### src/rtl/lpstop_pkg.sv
package lpstop_pkg;
    localparam int NSRC_DEF = 3;
    localparam int PCW_DEF  = 14;
    localparam int RSW_DEF  = 3;

    typedef enum logic [1:0] {
        ST_RUN    = 2'd0,
        ST_STOP   = 2'd1,
        ST_RESUME = 2'd2
    } lp_state_e;

    // Settings frozen at the moment stop is entered
    typedef struct packed {
        logic               osc_keep;
        logic               lv_ok;
        logic               ref_sel;
        logic [RSW_DEF-1:0] sel;
    } lp_cfg_t;

    // Last counter value of a timer period of 2^sel ticks
    function automatic logic [2**RSW_DEF-1:0] rti_last(input logic [RSW_DEF-1:0] sel);
        logic [2**RSW_DEF-1:0] one;
        one = 1;
        return (one << sel) - one;
    endfunction
endpackage

### src/rtl/lpstop_sync.sv
module lpstop_sync #(
    parameter int W = 4
) (
    input  logic         clk,
    input  logic         rst,
    input  logic [W-1:0] din,
    output logic [W-1:0] dout
);
    for (genvar g = 0; g < W; g++) begin : g_bit
        logic meta;
        logic stab;
        always_ff @(posedge clk) begin
            if (rst) begin
                meta <= 1'b0;
                stab <= 1'b0;
            end else begin
                meta <= din[g];
                stab <= meta;
            end
        end
        assign dout[g] = stab;
    end
endmodule

### src/rtl/lpstop_rti.sv
module lpstop_rti
    import lpstop_pkg::*;
(
    input  logic    clk,
    input  logic    rst,
    input  logic    active,
    input  lp_cfg_t cfg,
    input  logic    tick_slow,
    input  logic    tick_ref,
    output logic    fire
);
    localparam int CW = 2**RSW_DEF;

    logic [CW-1:0] cnt;
    logic          tick;
    logic [CW-1:0] last;

    always_comb begin
        last = rti_last(cfg.sel);
        if (cfg.sel == '0)
            tick = 1'b0;
        else if (cfg.ref_sel)
            tick = tick_ref & cfg.lv_ok;
        else
            tick = tick_slow;
    end

    always_ff @(posedge clk) begin
        if (rst || !active)
            cnt <= '0;
        else if (tick)
            cnt <= (cnt == last) ? '0 : cnt + 1'b1;
    end

    assign fire = active & tick & (cnt == last);
endmodule

### src/rtl/lpstop_seq.sv
module lpstop_seq
    import lpstop_pkg::*;
#(
    parameter int               NSRC      = NSRC_DEF,
    parameter int               PCW       = PCW_DEF,
    parameter logic [PCW-1:0]   RESET_VEC = 14'h3FFD
) (
    input  logic                clk,
    input  logic                rst,
    input  logic                stop_req,
    input  logic [PCW-1:0]      stop_pc,
    input  logic                opt_stop_en,
    input  lp_cfg_t             cfg_in,
    input  logic [NSRC-1:0]     irq_s,
    input  logic [NSRC-1:0]     irq_en,
    input  logic                pin_s,
    input  logic                rti_fire,
    output lp_cfg_t             cfg_q,
    output logic                stopped,
    output logic                gate_en,
    output logic                standby,
    output logic                hold,
    output logic                osc_on,
    output logic                illop,
    output logic                wake,
    output logic [PCW-1:0]      resume_pc,
    output logic [NSRC+1:0]     cause
);
    lp_state_e       state;
    logic [PCW-1:0]  pc_q;
    logic [NSRC-1:0] hit;

    assign hit     = irq_s & irq_en;
    assign stopped = (state == ST_STOP);

    always_ff @(posedge clk) begin
        if (rst) begin
            state     <= ST_RUN;
            gate_en   <= 1'b1;
            standby   <= 1'b0;
            hold      <= 1'b0;
            osc_on    <= 1'b1;
            illop     <= 1'b0;
            wake      <= 1'b0;
            resume_pc <= '0;
            cause     <= '0;
            pc_q      <= '0;
            cfg_q     <= '0;
        end else begin
            illop <= 1'b0;
            wake  <= 1'b0;
            unique case (state)
                ST_RUN: begin
                    if (stop_req) begin
                        if (opt_stop_en) begin
                            state   <= ST_STOP;
                            gate_en <= 1'b0;
                            standby <= 1'b1;
                            hold    <= 1'b1;
                            osc_on  <= cfg_in.osc_keep;
                            cfg_q   <= cfg_in;
                            pc_q    <= stop_pc;
                        end else begin
                            illop <= 1'b1;
                        end
                    end
                end
                ST_STOP: begin
                    if (pin_s) begin
                        state     <= ST_RESUME;
                        wake      <= 1'b1;
                        osc_on    <= 1'b1;
                        resume_pc <= RESET_VEC;
                        cause     <= {1'b1, 1'b0, {NSRC{1'b0}}};
                    end else if ((|hit) || rti_fire) begin
                        state     <= ST_RESUME;
                        wake      <= 1'b1;
                        osc_on    <= 1'b1;
                        resume_pc <= pc_q + 1'b1;
                        cause     <= {1'b0, rti_fire, hit};
                    end
                end
                ST_RESUME: begin
                    state   <= ST_RUN;
                    gate_en <= 1'b1;
                    standby <= 1'b0;
                    hold    <= 1'b0;
                end
                default: state <= ST_RUN;
            endcase
        end
    end
endmodule

### src/rtl/lpstop_ctrl.sv
module lpstop_ctrl
    import lpstop_pkg::*;
#(
    parameter int             NSRC      = NSRC_DEF,
    parameter int             PCW       = PCW_DEF,
    parameter int             RSW       = RSW_DEF,
    parameter logic [PCW-1:0] RESET_VEC = 14'h3FFD
) (
    input  logic            clk,
    input  logic            rst,
    input  logic            stop_req,
    input  logic [PCW-1:0]  stop_pc,
    input  logic            opt_stop_en,
    input  logic            opt_osc_keep,
    input  logic            lv_en,
    input  logic            lv_stop_en,
    input  logic [RSW-1:0]  rti_sel,
    input  logic            rti_ref_sel,
    input  logic            tick_slow,
    input  logic            tick_ref,
    input  logic            ext_rst_req,
    input  logic [NSRC-1:0] irq_async,
    input  logic [NSRC-1:0] irq_en,
    output logic            cpu_clk_en,
    output logic            per_clk_en,
    output logic            reg_standby,
    output logic            osc_en,
    output logic            io_hold,
    output logic            illop_rst,
    output logic            wake,
    output logic [PCW-1:0]  resume_pc,
    output logic [NSRC+1:0] wake_cause
);
    localparam int SYW = NSRC + 1;

    logic [SYW-1:0]  sync_out;
    lp_cfg_t         cfg_now;
    lp_cfg_t         cfg_held;
    logic            stopped;
    logic            rti_fire;
    logic            gate_en;

    always_comb begin
        cfg_now.osc_keep = opt_osc_keep;
        cfg_now.lv_ok    = lv_en & lv_stop_en;
        cfg_now.ref_sel  = rti_ref_sel;
        cfg_now.sel      = rti_sel;
    end

    lpstop_sync #(.W(SYW)) u_sync (
        .clk  (clk),
        .rst  (rst),
        .din  ({ext_rst_req, irq_async}),
        .dout (sync_out)
    );

    lpstop_rti u_rti (
        .clk       (clk),
        .rst       (rst),
        .active    (stopped),
        .cfg       (cfg_held),
        .tick_slow (tick_slow),
        .tick_ref  (tick_ref),
        .fire      (rti_fire)
    );

    lpstop_seq #(.NSRC(NSRC), .PCW(PCW), .RESET_VEC(RESET_VEC)) u_seq (
        .clk         (clk),
        .rst         (rst),
        .stop_req    (stop_req),
        .stop_pc     (stop_pc),
        .opt_stop_en (opt_stop_en),
        .cfg_in      (cfg_now),
        .irq_s       (sync_out[NSRC-1:0]),
        .irq_en      (irq_en),
        .pin_s       (sync_out[NSRC]),
        .rti_fire    (rti_fire),
        .cfg_q       (cfg_held),
        .stopped     (stopped),
        .gate_en     (gate_en),
        .standby     (reg_standby),
        .hold        (io_hold),
        .osc_on      (osc_en),
        .illop       (illop_rst),
        .wake        (wake),
        .resume_pc   (resume_pc),
        .cause       (wake_cause)
    );

    assign cpu_clk_en = gate_en;
    assign per_clk_en = gate_en;
endmodule

### config.mk
export PLATFORM = sky130hd
export DESIGN_NAME = lpstop_ctrl
export DESIGN_NICKNAME = d
export VERILOG_FILES = /design/src/rtl/lpstop_pkg.sv /design/src/rtl/lpstop_sync.sv /design/src/rtl/lpstop_rti.sv /design/src/rtl/lpstop_seq.sv /design/src/rtl/lpstop_ctrl.sv
export SDC_FILE = /design/constraint.sdc
export NUM_CORES = 1
export LEC_CHECK = 0
export CORE_ASPECT_RATIO = 1.4
export CORE_MARGIN = 1.5
export CORE_UTILIZATION = 40
export DETAILED_ROUTE_END_ITERATION = 7
export PLACE_DENSITY = 0.63
export SYNTH_ARGS = -nofsm -noshare
export SYNTH_HDL_FRONTEND = slang
export SYNTH_SLANG_ARGS = --single-unit
### constraint.sdc
create_clock -name clk -period 5.04 [get_ports clk]
set_input_delay 0.504 -clock clk [delete_from_list [all_inputs] [get_ports clk]]
set_output_delay 0.504 -clock clk [all_outputs]
set_load 0.05 [all_outputs]
==> results.txt, run 1 <==
peak supply drop: 148 uV
first-pass GRT wire length: 10200 um
number of synthesized flops with an enable pin: 0
period utilization: 64.1%
Die Area: 7510 um2
fmax: 309 MHz
pin count of the biggest net entering global routing: 51
WHS Path Cells: 1
row count: 35
Layout area overhead: 26.9%
Initial Util: 42.0%
1st-iter DRT viols: 92
post-synth cell types: 46
skew final: 7.67 ps
Post-DP HPWL: 4360 um
DRT met1 WL: 2520 um
highest metal used: met4
Worst-path clk slew: 60 ps
synthesized cell area: 2800 um2
drt pass-1 iters: 5
drt wl/cell: 13.5 um
post-layout utilization of the core: 53.3%
Vias: 2288
pre-CTS WS: 1840 ps
CTS hold repair buffers: 0
slowest stage cell on the critical path: o21ai_2
RSZ-0062 raised after global routing: no
Clock Latency Late Sink: 330 ps
Placed Cells: 441
min-delay worst type: reg2reg
Core Box Area: 6660 um2
Hold Vio Cnt, Final: 0
CP max FO: 15
Clock Sinks: 61
# diodes: 0
ys flop type: dfxtp_1
Seq/Total Area, Yosys: 43.6%
MaxCap Viol Count: 0
run status: finished, final reports clean
Tmin final: 3230 ps
Yosys warning count: 0
CP Launch Point: u_seq.cfg_q[2]$_SDFFE_PP0P_
CTS max path bufs: 2
routed vias/inst: 5.01
total CTS buffers: 9
post-CTS setup buffers: 0
Final #Nets: 397
met2 WL post-DR: 3270 um
Yosys reg bits: 61
Worst Reg-to-Reg Cells: 9
Leakage: 1.19 nW
PortBufs: 59
worst-path cell chain: nor3_1 > inv_1 > ha_1 > o21ba_2 > o311ai_1 > o2111ai_1 > o21ai_2 > nand2_1 > a31o_2
R2R Path Start: u_seq.cfg_q[2]$_SDFFE_PP0P_
peak per-stage delay on the critical path: 530 ps
WP data arrival: 3460 ps
die height: 102 um
most frequent cells in the layout: dfxtp_1, clkdlybuf4s50_1, nand2_1, a21oi_1, nor2_1
syn nets: 346
Req. time, crit path: 5260 ps
post-route setup slack: 1810 ps
Post-CTS Resized: 0
Setup Viol. Count Final: 0
Max H-tree Level: 3
Critical Setup Path Class: reg2reg
root buffer cell: clkbuf_8
Cells after Synth: 309
Critical Path End Type: flip-flop
most common cell after layout, fill and taps aside: dfxtp_1
Final GP Congestion: 0.845
Hold Slack: 436 ps
share of post-route cells with drive strength above 1: 11.2%
# IOs: 60
Routed Antenna Nets: 0
Die Span X: 73.7 um
antenna violations before repair: 0
final setup TNS: 0 ps
max-slew violation count: 0
FFs w/ async S/R, synth: 0%
Worst Setup Start Kind: flip-flop
GRT overflow: 0
vias in the first global route: 2221
total routed wirelength: 6150 um
Worst Hold Launch: u_sync.g_bit[1].meta$_SDFF_PP0_
CTS tree: done
final instance area: 3550 um2
GRT Overall Usage: 17.9%
Syn Area/Cell: 9.05 um2
Post-DP Area: 3340 um2
normalized max-slew margin: 28.8%
met3 WL: 263 um
Total Power: 1.13 mW
cell area power density: 318 nW/um2
Worst-Margin Slew: 1060 ps
Finished Layout Cells: 457
DRC viols: 0
==> power by group <==
| group | leakage [nW] | internal [mW] | switching (mW) |
|---|---|---|---|
| registers | 0.497 | 0.501 | 0.0156 |
| logic | 0.584 | 0.0695 | 0.0908 |
| clock network | 0.112 | 0.266 | 0.186 |
==> logic make-up (layout without fill, tap and decap cells) <==
group	Yosys count	count (layout)	share of synthesized area [%]
multiplexers	2	2	0.760
flip-flops	61	61	43.6
XOR/XNOR	23	23	7.20
AO/OA/AOI/OAI	69	69	19.0
buffers and inverters	26	82	6.57
AND/OR/NAND/NOR	125	125	21.5
adder cells (fa/ha/maj)	3	3	1.34
==> flip-flops by register name (all words and copies together) (netlist names) <==
signal,cells
u_seq.wake,1
u_seq.osc_on,1
u_seq.hold,1
u_seq.pc_q,14
u_sync.g_bit.meta,4
u_seq.resume_pc,14
u_seq.state,2
u_seq.cfg_q,5
u_rti.cnt,8
u_seq.cause,5
u_seq.gate_en,1
u_seq.illop,1
u_sync.g_bit.stab,4
==> Yosys cell counts (2+ instances only) <==
master      n  area, um2
xnor2_1    14        123
nand4bb_1   2       22.5
buf_4       3       22.5
nor2_1     20       75.1
and4_1      2       17.5
nor3b_1     2       15.0
nor3_1      5       25.0
dfxtp_1    61       1220
a31o_2      4       35.0
nor2b_1     9       56.3
a311oi_2    9        135
buf_6       5       56.3
a21oi_1    36        180
a311oi_1    4       35.0
or2_2       2       12.5
o22ai_1     2       12.5
nand3_1     5       25.0
xor2_1      9       78.8
inv_1       7       26.3
and3_1      4       25.0
nand4_1     9       56.3
clkbuf_8    2       27.5
nand2_1    57        214
nand2b_1    3       18.8
clkbuf_1    7       26.3
and2_1      2       12.5
ha_1        3       37.5
o21ai_0     3       15.0
==> final timing paths <==
kind                                      to  slack [ps]
min reg2reg  u_sync.g_bit[1].stab$_SDFF_PP0_         440
min          u_sync.g_bit[1].stab$_SDFF_PP0_         440
max reg2reg      u_seq.cause[1]$_SDFFE_PP0P_        1810
max              u_seq.cause[1]$_SDFFE_PP0P_        1810
==> area by class of cell <==
class                   instances  area (um2)
fillers                       673        3110
repair buffers                 59         586
clock inverters                 4        45.0
flip-flops and latches         61        1220
clock buffers                  12         165
well taps                      92         115
inverters                       7        26.3
multi-input cells             222        1390
==> metal layers <==
metal | track usage [%] | vias to the layer above
met3 | 5.23 | 6
met4 | 8.12 | 0
met1 | 20.4 | 1048
met5 | 0 | -
li1 | - | 1178
met2 | 30.6 | 56
==> critical path, delay by kind of cell (launching register included) <==
family                     cells  cell delay [ps]
AOI/OAI and AO/OA              5             1620
and+or+nand+nor                2              700
DFF                            1              400
adders and majority gates      1              310
buffers and inverters          1               90
Note: power is estimated with default switching activity, not from simulation.
==> inputs of run 2 (changes only) <==
clock period = 3 ns   (was 5.04 ns; I/O delays follow)
==> run 2 against run 1 <==
  * First-iteration DRC count is 1.1% higher
  * Critical path depth stayed put
  * Non-clock buffer count rose by 9
  * Wire length up 2.0%
  * Sequential cell count is the same
  * Hold slack got worse by 120 ps
  * Highest routed layer unchanged
  * Total power up 75%
  * Count of clock-buffer cells in the layout fell by 3
==> results.txt, run 2 (synthesized netlist as in run 1, its figures left out) <==
run status: finished, final reports clean
Core Box Area: 6660 um2 (unchanged)
GRT Overall Usage: 18.6% (+0.65 points)
switching part of the total: 27.0% (+1.2 points)
Layout area overhead: 30.0%
Critical Path End Type: flip-flop
Largest regs: u_seq.pc_q: 14 flops, u_seq.resume_pc: 14 flops, u_rti.cnt: 8 flops
peak per-stage delay on the critical path: 390 ps (-140 ps)
Hold Vio Cnt, Final: 0 (unchanged)
Tmin final: 2740 ps (-494 ps)
Req. time, crit path: 3200 ps (-2060 ps)
CP max FO: 14 (-1)
GRT overflow: 0 (unchanged)
worst-path cell chain: nor3_2 > inv_1 > ha_1 > o21ba_2 > o311ai_1 > o2111ai_1 > o21a_2 > nor2_4 > a311oi_2
Placed Cells: 448 (+1.6%)
Worst Setup Start Kind: flip-flop
share of post-route cells with drive strength above 1: 13.6% (+2.4 points)
period utilization: 91.3% (+27 points)
1st-iter DRT viols: 93 (+1.1%)
antenna violations before repair: 0 (unchanged)
Vias: 2289 (+0.044%)
Worst Hold Launch: rst
normalized max-slew margin: 48.0% (+19 points)
final setup TNS: 0 ps (unchanged)
Final #Nets: 406 (+2.3%)
Total Power: 1.97 mW (+75%)
most frequent cells in the layout: dfxtp_1, clkdlybuf4s50_1, nand2_1, a21oi_1, nor2_1
CP Buf/Inv Count: 1 (unchanged)
total CTS buffers: 9 (unchanged)
Post-DP HPWL: 4390 um (+0.65%)
row count: 35 (unchanged)
max-slew violation count: 0 (unchanged)
Setup Viol. Count Final: 0 (unchanged)
Leakage: 1.24 nW (+3.7%)
Die Span X: 73.7 um (unchanged)
most common cell after layout, fill and taps aside: dfxtp_1
Worst-path clk slew: 70 ps (about the same)
Worst-Margin Slew: 778 ps (-286 ps)
MaxCap Viol Count: 0 (unchanged)
total routed wirelength: 6280 um (+2.0%)
Clock Latency Late Sink: 340 ps (about the same)
vias in the first global route: 2301 (+3.6%)
cell area power density: 542 nW/um2 (+71%)
RSZ-0062 raised after global routing: no
fmax: 365 MHz (+18%)
drt pass-1 iters: 4 (-1)
CP top delay family: compound AO/OA/AOI/OAI gates
Sw Pwr: 0.533 mW (+83%)
Initial Util: 42.0% (unchanged)
CTS max path bufs: 2 (unchanged)
# IOs: 60 (unchanged)
RR Endpoint: u_seq.resume_pc[2]$_SDFFE_PP0P_
Hold Crit Endpoint: u_seq.state[1]$_SDFFE_PP0P_
first-pass GRT wire length: 10600 um (+3.6%)
CTS tree: done
internal power: 1.44 mW (+72%)
peak supply drop: 273 uV (+84%)
routed vias/inst: 4.91 (-1.9%)
CTS hold repair buffers: 0 (unchanged)
WP data arrival: 2940 ps (-520 ps)
Reg power frac: 43.8% (-2.0 points)
skew final: 5.84 ps (-1.83 ps)
WHS Path Cells: 2 (+1)
Routed Antenna Nets: 0 (unchanged)
die height: 102 um (unchanged)
Worst Reg-to-Reg Cells: 9 (unchanged)
pin count of the biggest net entering global routing: 38 (-25%)
DRC viols: 0 (unchanged)
R2R Path Start: u_seq.cfg_q[0]$_SDFFE_PP0P_
root buffer cell: clkbuf_8
Final GP Congestion: 0.757 (-10%)
# diodes: 0 (unchanged)
logic gate share of total power: 14.5% (+0.3 points)
Die Area: 7510 um2 (unchanged)
Finished Layout Cells: 466 (+2.0%)
Critical Setup Path Class: reg2reg
slowest stage cell on the critical path: dfxtp_1
Worst R2R Setup Slack: 260 ps (-1550 ps)
drt wl/cell: 13.5 um (about the same)
min-delay worst type: in2reg
Clock Sinks: 61 (unchanged)
Max H-tree Level: 3 (unchanged)
PortBufs: 59 (unchanged)
Clk pwr share: 41.7% (+1.7 points)
## run 2: cell count changes in the layout (fill, tap and decap cells not counted), moves of 2 or more
cell      previous run  this run
buf_4                0         9
clkbuf_8            12         9
clkinv_2             3         1
clkinv_4             0         2
## run 2: cell type report
cell class | instances | area (um2)
Clock buffer | 9 | 124
Clock inverter | 7 | 98.8
Fill cell | 660 | 3020
Inverter | 7 | 26.3
Multi-Input combinational cell | 222 | 1400
Sequential cell | 61 | 1220
Tap cell | 92 | 115
Timing Repair Buffer | 68 | 653
## run 2: power groups by stage
stage / Sequential (mW) / Clock (mW) / Combinational [mW]
after floorplan: 0.918 / 0 / 0.158
after global placement: 0.882 / 0 / 0.282
after detailed placement: 0.882 / 0 / 0.284
after CTS: 0.864 / 0.836 / 0.286
after global routing: 0.868 / 0.862 / 0.314
final: 0.864 / 0.821 / 0.286
## run 2: timing repair
item / in CTS / in global routing
setup buffers: 0 / 2
hold endpoints to repair: 0 / 0
endpoints found under the setup margin: 0 / 19
resized for setup: 0 / 1
## run 2: worst max path at each step
stage / startpoint / endpoint / slack [ps] / cells after the start
floorplan: u_seq.cfg_q[2]$_SDFFE_PP0P_ / u_seq.resume_pc[13]$_SDFFE_PP0P_ / 420 / 12
global placement: u_seq.cfg_q[0]$_SDFFE_PP0P_ / u_seq.resume_pc[13]$_SDFFE_PP0P_ / 280 / 9
detailed placement: u_seq.cfg_q[0]$_SDFFE_PP0P_ / u_seq.resume_pc[3]$_SDFFE_PP0P_ / 150 / 10
CTS: u_seq.cfg_q[0]$_SDFFE_PP0P_ / u_seq.resume_pc[3]$_SDFFE_PP0P_ / 140 / 10
global route: u_seq.cfg_q[0]$_SDFFE_PP0P_ / u_seq.resume_pc[11]$_SDFFE_PP0P_ / 30 / 9
finish: u_seq.cfg_q[0]$_SDFFE_PP0P_ / u_seq.resume_pc[2]$_SDFFE_PP0P_ / 260 / 9
## run 2: metrics by stage
step           worst slack [ps]  util, %  cell area (um2)  hold WS [ps]
2_1_floorplan               420        -             2800           376
3_3_place_gp                284     51.0             3390           420
6_report                    261     54.6             3640           320
3_5_place_dp                152     51.0             3390           423
4_1_cts                     138     54.3             3620           320
5_1_grt                    28.0     54.6             3640           323
## run 2: per-layer routing
layer  track usage (%)  share of wire, %
met1              21.0                42
met4              8.26               1.7
met5                 0                 0
met3              5.03               3.4
met2              32.2                53
==> inputs of run 3 (changes only) <==
SYNTH_HIERARCHICAL = 1   (was not set)
==> run 3 against run 2 <==
  * Design area is 0.28% lower
  * Critical endpoint is now u_seq/osc_on$_SDFFE_PP1P_
  * Largest cell class unchanged
  * First-iteration DRC count is 37% higher
  * Largest power group unchanged
  * Hold slack better by 110 ps
  * Count of clock-buffer cells in the layout is 2 higher
  * Register-to-register slack worse by 40 ps
  * Global-route usage is 0.68 points lower
  * Sequential share of layout area is 0.093 points higher
  * Total power is 6.3% lower
  * Non-clock buffer count is 1 lower
  * Critical path type unchanged
  * Area after synthesis is 0.80% lower
==> results.txt, run 3 <==
share of post-route cells with drive strength above 1: 10.7% (-2.9 points)
fmax: 359 MHz (-1.6%)
Worst-Margin Slew: 703 ps (-74.7 ps)
period utilization: 92.8% (+1.5 points)
Setup Viol. Count Final: 0 (unchanged)
max-slew violation count: 0 (unchanged)
PortBufs: 59 (unchanged)
Syn Area/Cell: 8.62 um2 (-4.8%)
1st-iter DRT viols: 127 (+37%)
stages on the worst setup path: 11 (+2)
WP data arrival: 3050 ps (+110 ps)
die height: 102 um (-0.39%)
root buffer cell: clkbuf_8
MaxCap Viol Count: 0 (unchanged)
Req. time, crit path: 3270 ps (+70 ps)
total routed wirelength: 6270 um (-0.13%)
slowest stage cell on the critical path: or3_4
Yosys warning count: 6 (+6)
Routed Antenna Nets: 0 (unchanged)
Hold Vio Cnt, Final: 0 (unchanged)
normalized max-slew margin: 53.1% (+5.1 points)
syn nets: 359 (+3.8%)
total CTS buffers: 9 (unchanged)
min-delay worst type: in2reg
GRT Overall Usage: 17.9% (-0.68 points)
CP Buf/Inv Count: 0 (-1)
Die Area: 7450 um2 (-0.78%)
Die Span X: 73.4 um (-0.39%)
synthesized cell area: 2780 um2 (-0.80%)
Worst-path clk slew: 70 ps (about the same)
CTS max path bufs: 2 (unchanged)
Critical Path End: u_seq/osc_on$_SDFFE_PP1P_
CP Launch Point: u_seq/cfg_q[2]$_SDFFE_PP0P_
Post-CTS Resized: 0 (unchanged)
Tmin final: 2780 ps (+43.9 ps)
Worst R2R Setup Slack: 220 ps (-40 ps)
Worst Reg-to-Reg Cells: 11 (+2)
CP top delay family: simple AND/OR/NAND/NOR gates
# diodes: 0 (unchanged)
R2R Path Start: u_seq/cfg_q[2]$_SDFFE_PP0P_
Worst Setup Start Kind: flip-flop
row count: 35 (unchanged)
Critical Path End Type: flip-flop
Post-DP HPWL: 4590 um (+4.5%)
vias in the first global route: 2281 (-0.87%)
Total Power: 1.85 mW (-6.3%)
first-pass GRT wire length: 10200 um (-3.7%)
most common cell after layout, fill and taps aside: dfxtp_1
peak per-stage delay on the critical path: 400 ps (about the same)
Max H-tree Level: 3 (unchanged)
pin count of the biggest net entering global routing: 32 (-16%)
GRT overflow: 0 (unchanged)
worst-path cell chain: or3_4 > ha_2 > nor4_1 > o2bb2ai_1 > a31oi_1 > a2111oi_4 > and2_4 > a21oi_1 > and3_1 > a221oi_2 > mux2i_1
cell area power density: 510 nW/um2 (-6.0%)
Clock Sinks: 61 (unchanged)
CP max FO: 7 (-7)
run status: finished, final reports clean
most frequent cells in the layout: dfxtp_1, clkdlybuf4s50_1, nand2_1, nor2_1, a21oi_1
Layout area overhead: 30.7%
Hold Slack: 433 ps (+112 ps)
post-CTS setup buffers: 0 (unchanged)
RR Endpoint: u_seq/osc_on$_SDFFE_PP1P_
peak supply drop: 279 uV (+2.2%)
Filler Cells Inserted: 669 (+1.4%)
# IOs: 60 (unchanged)
antenna violations before repair: 0 (unchanged)
Initial Util: 41.7% (-0.34 points)
final setup TNS: 0 ps (unchanged)
CTS tree: done
DRC viols: 0 (unchanged)
CTS hold repair buffers: 0 (unchanged)
Leakage: 1.25 nW (+0.78%)
Final GP Congestion: 0.791 (+4.6%)
Core Box Area: 6660 um2 (unchanged)
drt wl/cell: 13.2 um (-1.8%)
Largest regs: u_seq/pc_q: 14 flops, u_seq/resume_pc: 14 flops, u_rti/cnt: 8 flops
Clock Latency Late Sink: 340 ps (about the same)
Cells after Synth: 322 (+4.2%)
routed vias/inst: 5.04 (+2.7%)
pre-CTS WS: 225 ps (+72.8 ps)
Final #Nets: 414 (+2.0%)
Critical Setup Path Class: reg2reg
drt pass-1 iters: 4 (unchanged)
skew final: 13.3 ps (+7.45 ps)
post-route setup slack: 217 ps (-43.9 ps)
Vias: 2391 (+4.5%)
RSZ-0062 raised after global routing: no
[run 3: area by class of cell]
class	instances	area, um2	share of cell area (%)
clock buffers	11	141	3.90
clock inverters	5	50.0	1.38
inverters	5	18.8	0.518
multi-input cells	233	1430	39.5
flip-flops and latches	61	1220	33.7
well taps	92	115	3.17
repair buffers	67	646	17.8
[run 3: worst min-delay path by stage]
stage / from / endpoint / slack (ps) / depth (start not counted)
after floorplan: rst / u_sync/g_bit[0].meta$_SDFF_PP0_ / 370 / 1
after global placement: u_sync/g_bit[1].meta$_SDFF_PP0_ / u_sync/g_bit[1].stab$_SDFF_PP0_ / 420 / 1
after detailed placement: u_sync/g_bit[1].meta$_SDFF_PP0_ / u_sync/g_bit[1].stab$_SDFF_PP0_ / 430 / 1
after CTS: rst / u_seq/resume_pc[1]$_SDFFE_PP0P_ / 430 / 2
after global routing: u_sync/g_bit[1].meta$_SDFF_PP0_ / u_sync/g_bit[1].stab$_SDFF_PP0_ / 460 / 1
final: rst / u_seq/state[0]$_SDFFE_PP0P_ / 430 / 2
[run 3: routing by layer]
metal	global-route usage (%)	vias up	part of all wire, %
li1	-	1215	-
met1	19.9	1110	43
met2	31.0	56	51
met3	4.48	10	4.4
met4	9.40	0	1.7
met5	0	-	0
[run 3: metrics by stage]
stage | instances | utilization [%] | cell area (um2)
global route | 474 | 54.5 | 3630
floorplan | 322 | - | 2820
CTS | 474 | 54.5 | 3630
detailed placement | 458 | 51.6 | 3430
finish | 474 | 54.5 | 3630
global placement | 458 | 51.6 | 3430
[run 3: power by group]
group	switching (mW)	internal, mW	total (mW)
sequential	0.0269	0.840	0.867
clock	0.314	0.401	0.715
combinational	0.146	0.121	0.266
total	0.487	1.36	1.85
